$ cat src/rtl/irq_bank_pkg.sv
package irq_bank_pkg;
  localparam logic [3:0] OFF_STATUS = 4'h0;
  localparam logic [3:0] OFF_MASK   = 4'h4;
  localparam logic [3:0] OFF_PEND   = 4'h8;
  localparam logic [3:0] OFF_EN     = 4'hC;

  typedef enum logic [2:0] {
    SEL_NONE,
    SEL_STATUS,
    SEL_MASK,
    SEL_PEND,
    SEL_EN
  } reg_sel_e;
endpackage

$ cat src/rtl/irq_bank_decode.sv
module irq_bank_decode
  import irq_bank_pkg::*;
#(
  parameter int ADDR_W = 4
) (
  input  logic              wr_en_i,
  input  logic [ADDR_W-1:0] addr_i,
  output reg_sel_e          sel_o,
  output logic              wr_mask_o,
  output logic              wr_pend_o,
  output logic              wr_en_o
);
  always_comb begin
    if      (addr_i == ADDR_W'(OFF_STATUS)) sel_o = SEL_STATUS;
    else if (addr_i == ADDR_W'(OFF_MASK))   sel_o = SEL_MASK;
    else if (addr_i == ADDR_W'(OFF_PEND))   sel_o = SEL_PEND;
    else if (addr_i == ADDR_W'(OFF_EN))     sel_o = SEL_EN;
    else                                    sel_o = SEL_NONE;
  end

  assign wr_mask_o = wr_en_i && (sel_o == SEL_MASK);
  assign wr_pend_o = wr_en_i && (sel_o == SEL_PEND);
  assign wr_en_o   = wr_en_i && (sel_o == SEL_EN);
endmodule

$ cat src/rtl/irq_bank_word.sv
module irq_bank_word #(
  parameter int DW = 32
) (
  input  logic          clk_i,
  input  logic          rst_ni,
  input  logic          we_i,
  input  logic [DW-1:0] d_i,
  output logic [DW-1:0] q_o
);
  always_ff @(posedge clk_i or negedge rst_ni) begin
    if (!rst_ni)   q_o <= '0;
    else if (we_i) q_o <= d_i;
  end
endmodule

$ cat src/rtl/irq_bank_pending.sv
module irq_bank_pending #(
  parameter int DW = 32
) (
  input  logic          clk_i,
  input  logic          rst_ni,
  input  logic [DW-1:0] evt_i,
  input  logic [DW-1:0] mask_i,
  input  logic [DW-1:0] clr_i,
  output logic [DW-1:0] pend_o,
  output logic          accept_o
);
  logic [DW-1:0] hit;

  // events are filtered against the mask at arrival; nothing is held back
  assign hit      = evt_i & ~mask_i;
  assign accept_o = |hit;

  // set dominates clear on the same bit
  always_ff @(posedge clk_i or negedge rst_ni) begin
    if (!rst_ni) pend_o <= '0;
    else         pend_o <= (pend_o & ~clr_i) | hit;
  end
endmodule

$ cat src/rtl/irq_group_bank.sv
module irq_group_bank
  import irq_bank_pkg::*;
#(
  parameter int DW     = 32,
  parameter int ADDR_W = 4
) (
  input  logic              clk_i,
  input  logic              rst_ni,
  input  logic              wr_en_i,
  input  logic [ADDR_W-1:0] addr_i,
  input  logic [DW-1:0]     wdata_i,
  output logic [DW-1:0]     rdata_o,
  input  logic [DW-1:0]     evt_i,
  output logic [DW-1:0]     summary_o,
  output logic              reeval_o
);
  localparam int NUM_CFG = 2;  // 0: mask, 1: enable

  reg_sel_e      sel;
  logic          wr_mask, wr_pend, wr_enable;
  logic          accept;
  logic [DW-1:0] mask_q, enable_q, pending_q;
  logic [DW-1:0] clr;
  logic [NUM_CFG-1:0] cfg_we;
  logic [DW-1:0] cfg_q [NUM_CFG];

  irq_bank_decode #(.ADDR_W(ADDR_W)) u_dec (
    .wr_en_i   (wr_en_i),
    .addr_i    (addr_i),
    .sel_o     (sel),
    .wr_mask_o (wr_mask),
    .wr_pend_o (wr_pend),
    .wr_en_o   (wr_enable)
  );

  assign cfg_we = {wr_enable, wr_mask};

  for (genvar k = 0; k < NUM_CFG; k++) begin : g_cfg
    irq_bank_word #(.DW(DW)) u_word (
      .clk_i  (clk_i),
      .rst_ni (rst_ni),
      .we_i   (cfg_we[k]),
      .d_i    (wdata_i),
      .q_o    (cfg_q[k])
    );
  end

  assign mask_q   = cfg_q[0];
  assign enable_q = cfg_q[1];
  assign clr      = wr_pend ? wdata_i : '0;

  irq_bank_pending #(.DW(DW)) u_pend (
    .clk_i    (clk_i),
    .rst_ni   (rst_ni),
    .evt_i    (evt_i),
    .mask_i   (mask_q),
    .clr_i    (clr),
    .pend_o   (pending_q),
    .accept_o (accept)
  );

  always_ff @(posedge clk_i or negedge rst_ni) begin
    if (!rst_ni) reeval_o <= 1'b0;
    else         reeval_o <= wr_mask | wr_pend | wr_enable | accept;
  end

  assign summary_o = pending_q & enable_q;

  always_comb begin
    unique case (sel)
      SEL_STATUS: rdata_o = evt_i;
      SEL_MASK:   rdata_o = mask_q;
      SEL_PEND:   rdata_o = pending_q;
      SEL_EN:     rdata_o = enable_q;
      default:    rdata_o = '0;
    endcase
  end
endmodule

$ cat config.mk
export PLATFORM = sky130hd
export DESIGN_NAME = irq_group_bank
export DESIGN_NICKNAME = d
export VERILOG_FILES = /design/src/rtl/irq_bank_pkg.sv /design/src/rtl/irq_bank_decode.sv /design/src/rtl/irq_bank_word.sv /design/src/rtl/irq_bank_pending.sv /design/src/rtl/irq_group_bank.sv
export SDC_FILE = /design/constraint.sdc
export NUM_CORES = 1
export LEC_CHECK = 0
export ABC_AREA = 1
export BUFFER_PORTS_ARGS = -buffer_cell sky130_fd_sc_hd__buf_2
export CAP_MARGIN = 20
export CORE_AREA = 8 8 111 113
export CTS_CLUSTER_DIAMETER = 100
export DETAILED_ROUTE_END_ITERATION = 12
export DIE_AREA = 0 0 119 121
export HOLD_SLACK_MARGIN = 0.12
export PLACE_DENSITY = 0.76
export SETUP_SLACK_MARGIN = 0.4
export SLEW_MARGIN = 20
export SYNTH_ARGS = -nofsm -noshare
export SYNTH_HDL_FRONTEND = slang
export SYNTH_SLANG_ARGS = --single-unit
$ cat constraint.sdc
create_clock -name clk_i -period 1.1 [get_ports clk_i]
set_clock_uncertainty 0.2 [all_clocks]
set_input_delay 0.055 -clock clk_i [delete_from_list [all_inputs] [get_ports clk_i]]
set_output_delay 0.055 -clock clk_i [all_outputs]
set_load 0.01 [all_outputs]
# Yosys cells after proc, flatten, opt, wreduce, memory -nomap -nowiden
# Index checks and enable logic that the tools add are counted.
# Widths: inputs -> output; s select.
[word_totals]
ff_bits = 97
inputBits = 71
output_inout_bits = 65
elab_cells = 31
[op_classes]
eq_ne = 7
muxes = 6
n_bitwise = 9
reduce_logical = 5
[op_table]
columns = ["operator", "count"]
rows = [
  ["$pmux 32 s4", 1],
  ["$and 32x32->32", 3],
  ["$not 32->32", 2],
  ["$mux 32", 1],
  ["$or 32x32->32", 1],
  ["$reduce_or 32->1", 1],
  ["$mux 3", 4],
  ["$eq 4x4->1 const B", 2],
  ["$eq 3x2->1 const B", 2],
  ["$eq 4x3->1 const B", 1],
  ["$logic_not 4->1", 1],
  ["$eq 3x1->1 const B", 1],
  ["$eq 3x3->1 const B", 1],
  ["$logic_and 1x1->1", 3],
  ["$or 1x1->1", 3],
]

# Logic depth before layout (Yosys ltp)
[logic_depth]
ltp_word = 11
mapped_depth = 7
mapped_depth_nobuf = 7

# Modules after synthesis
# From an unflattened synthesis, not the netlist that was laid out.
[unflattened]
cells_unflattened = 949
area_unflattened_um2 = 6339.8
[by_module_without_submodules]
columns = ["mod", "n_inst", "cells_per_inst", "area_per_inst_um2", "seq_area_each_um2"]
rows = [
  ["irq_bank_word", 2, 136, 1292.5, 800.8],
  ["irq_group_bank", 1, 465, 2203.4, 25.0],
  ["irq_bank_pending", 1, 191, 1447.6, 800.8],
  ["irq_bank_decode", 1, 21, 103.8, 0.0],
]

# Worst setup path before layout
# OpenSTA, ideal clock, no wires.
[synth_timing]
path_type = "input -> register"
startpoint = "input addr_i[0]"
endpoint = "register u_pend.pend_o[10]"
setup_time_ps = 120
arrival_ps = 919
required_time_ps = 780
setup_slack_ps = -139
stages = 7
n_path_buf = 1
cell_sequence = "inv_1 -> nand2_1 -> nor3_4 -> nand2_1 -> buf_2 -> o21ai_1 -> nand2_1"
[synth_via]
elab_chain_len = 11
elab_cells_between_ends = 14
cone_classes = "eq/ne (4); mux (5); bitwise (3); reduce/logical (2)"
[synth_lines]
columns = ["item", "line_no", "source"]
rows = [
  ["start, declared", "irq_group_bank.sv:10", "input logic [ADDR_W-1:0] addr_i,"],
  ["$eq 4x4->1", "irq_bank_decode.sv:17", "else if (addr_i == ADDR_W'(OFF_EN)) sel_o = SEL_EN;"],
  ["$mux 3", "irq_bank_decode.sv:17", ""],
  ["$mux 3", "irq_bank_decode.sv:16", "else if (addr_i == ADDR_W'(OFF_PEND)) sel_o = SEL_PEND;"],
  ["$mux 3", "irq_bank_decode.sv:15", "else if (addr_i == ADDR_W'(OFF_MASK)) sel_o = SEL_MASK;"],
  ["$mux 3 (*)", "irq_bank_decode.sv:14", "if (addr_i == ADDR_W'(OFF_STATUS)) sel_o = SEL_STATUS;"],
  ["$eq 3x2->1 (*)", "irq_bank_decode.sv:22", "assign wr_pend_o = wr_en_i && (sel_o == SEL_PEND);"],
  ["$logic_and 1x1->1 (*)", "irq_bank_decode.sv:22", ""],
  ["$mux 32 (*)", "irq_group_bank.sv:50", "assign clr = wr_pend ? wdata_i : '0;"],
  ["$not 32->32 (*)", "irq_bank_pending.sv:21", "else pend_o <= (pend_o & ~clr_i) | hit;"],
  ["$and 32x32->32 (*)", "irq_bank_pending.sv:21", ""],
  ["$or 32x32->32 (*)", "irq_bank_pending.sv:21", ""],
  ["end signal, assigned", "irq_bank_pending.sv:21", ""],
  ["end, declared", "irq_bank_pending.sv:9", "output logic [DW-1:0] pend_o,"],
]
# Mark *: on every way between the ends. The rest lies on a longest branch, timed or not.
# A chain may end at the register's enable or synchronous reset.

# Worst setup path in the final report
[layout_timing]
startpoint = "register g_cfg[0].u_word.q_o[16]"
endpoint = "output rdata_o[16]"
[layout_via]
elab_chain_len = 1
[layout_lines]
columns = ["item", "line_no", "source"]
rows = [
  ["start, declared", "irq_bank_word.sv:8", "output logic [DW-1:0] q_o"],
  ["start signal, assigned", "irq_bank_word.sv:12", "else if (we_i) q_o <= d_i;"],
  ["$pmux 32 s4", "irq_group_bank.sv:70", "unique case (sel)"],
  ["end, declared", "irq_group_bank.sv:12", "output logic [DW-1:0] rdata_o,"],
]
# Every way passes these cells.

==> impl_metrics.ini <==
[die]
coreArea_sq_mm = 0.01060
ios = 136
rows = 38
dieHeight_microns = 121
start_util = 0.4710
fp.dieW_microns = 119
die_area_sq_mm = 0.01440

[cells_and_area]
fillers = 823
syn_to_final_growth_pct = 52.72
layout_common_cells = nand2_1, buf_2, dfrtp_1, o21ai_1
antenna-diode-count = 0
multi_input_area_sq_mm = 0.002248
layout.cells.most_common = nand2_1
final_cells = 1057
ff_latch_area_sq_mm = 0.002427
drive_above_1_share = 0.3784
final_net_count = 983

[synth]
synth-seq-cells = 97
ys_warn_count = 0
ys_seq_area_frac = 0.4861
synth_area_sq_mm = 0.004994
postSynthAreaPerCell_sq_um = 7.279
synth.net_count = 757
synthCells = 686
synth_cell_types = 15

[flow_run]
drv_cap = 0

[setup_path]
critPathKind = flip-flop to output pin
path_cells = buf_6 > nand2_2 > nand4_1 > buf_2
cp_max_fo = 2
cp.arrival_ns = 1.23
crit_slowest_cell = dfrtp_1
crit_path_start_kind = flip-flop
cp.required_ns = 0.84
endpoint_kind = output pin
max_stage_delay_ns = 0.40
reg2reg_depth = 8

[status]
failed_checks = hold timing, setup timing
status = finished with violations

[route]
num_vias = 5526
firstDrtPassIters = 5
route.detailed.drc = 0
drt_iter0_markers = 538
ant_nets = 0
post_drt_wl_per_cell_microns = 16.18
drt_wl_total_mm = 17.11
avgViaCountPerCell = 5.228

[cts]
cts.sinks = 97
htree_levels = 3
path_clk_slew_ns = 0.10
ctsLongestPathBuffers = 2
cts_tree = done
cts_root_buf = clkbuf_8
numCtsBuffers = 9
insertion_delay_ns = 0.35

[global_route]
grtUsageTotal = 0.2233
grt_max_degree = 60
grt_pass1_vias = 5412
grt_first_pass_wirelength_mm = 26.34
grt-ovfl-total = 0
antenna_found_initial = 0

[timing]
setup_slack_ns = -0.3857
worstMarginPinSlew_ns = 0.3984
period_needed_ns = 1.486
timing.fmax_ghz = 0.6731
rsz0062_at_grt = true
setup_violations = 101
hold_ws_ns = -0.2514
drv_slew = 0
final_hold_viol_count = 99
min_period_over_period = 1.351
max-slew-margin-rel = 0.7335

[worst_hold_path]
hp-class = primary input to flip-flop
hold_depth = 3

[power_and_ir_drop]
power_leakage_nw = 3.961
p_total_mw = 10.27
vdd_ir_drop_max_v = 0.0006507
powerDensity_mw_per_mm2 = 1347

[placement]
portBuffers = 135
hpwl_mm = 10.84
pre_cts_ws_ns = -0.3627
place_inst = 1003
gp_congestion = 0.8233
through the flow:
| stage | instance area [sq um] | setup TNS [ns] | util |
|---|---|---|---|
| floorplan | 5145 | -0.7774 | - |
| global placement | 6471 | -33.54 | 0.6103 |
| detailed placement | 6471 | -36.66 | 0.6103 |
| CTS | 7201 | -20.34 | 0.6791 |
| global route | 7626 | -25.77 | 0.7193 |
| finish | 7626 | -21.49 | 0.7193 |
worst max-delay path, delay by kind of cell, from the launching register on:
kind          cells  cell delay [ns]
buf+inv           2             0.31
flops             1             0.40
simple gates      2             0.18
power by group:
part | internal [mW] | switching [mW] | total (mW)
clock network | 0.960 | 1.25 | 2.21
logic | 1.93 | 1.67 | 3.60
registers | 4.07 | 0.396 | 4.46
synth_stat cells:
library cell | number | area (sq um)
buf_1 | 4 | 15.01
buf_2 | 22 | 110.1
clkbuf_1 | 7 | 26.28
dfrtp_1 | 97 | 2427
inv_1 | 99 | 371.6
inv_2 | 2 | 7.510
nand2_1 | 278 | 1044
nand2_2 | 2 | 12.51
nand3_1 | 1 | 5.000
nand4_1 | 64 | 400.4
nor2_1 | 10 | 37.54
nor3_4 | 3 | 48.80
o211ai_1 | 1 | 7.510
o21ai_0 | 2 | 10.01
o21ai_1 | 94 | 470.5
path summary, 6_finish.rpt:
kind / start / end / slack, ns
setup / recovery: g_cfg[0].u_word.q_o[16] / rdata_o[16] / -0.39
hold / removal: evt_i[18] / u_pend.pend_o[18] / -0.25
setup reg to reg: g_cfg[0].u_word.q_o[24] / reeval_o / -0.27
hold reg to reg: g_cfg[1].u_word.q_o[4] / g_cfg[1].u_word.q_o[4] / 0.32
max in group asynchronous: rst_ni / u_pend.pend_o[14] / 0.17
min in group asynchronous: rst_ni / g_cfg[1].u_word.q_o[13] / -0.06
metal layers:
layer  vias to the layer above  global-route usage  wire length [microns]
met5                         -                   0                      0
met4                         0             0.06403                    243
met3                        27             0.05537                   1599
met2                       300              0.3713                   8112
met1                      2562              0.2829                   7150
li1                       2637                   -                      -
cell type report:
cell class	instances	share of cell area
clock buffers	13	0.02084
clock inverters	3	0.003117
inverters	101	0.05414
multi-input cells	455	0.2948
flip-flops and latches	97	0.3183
well taps	140	0.02297
repair buffers	248	0.2858
state kept, by name, indices dropped and copies added (netlist names):
name and flops:
g_cfg.u_word.q_o 64, reeval_o 1, u_pend.pend_o 32
repair_timing:
item                                    in CTS  in global routing
pin swaps                                   67                 30
buffers inserted                            15                 14
endpoints found under the setup margin     162                257
resized for setup                           87                 55
hold buffers                                 1                  1
gates cloned                                 3                  5
hold endpoints to repair                   194                194
cell families after synthesis:
group | synth area share
compound gates | 0.09772
buf+inv | 0.1062
flops | 0.4861
simple gates | 0.3099
Power figures use the tool's default switching activity.
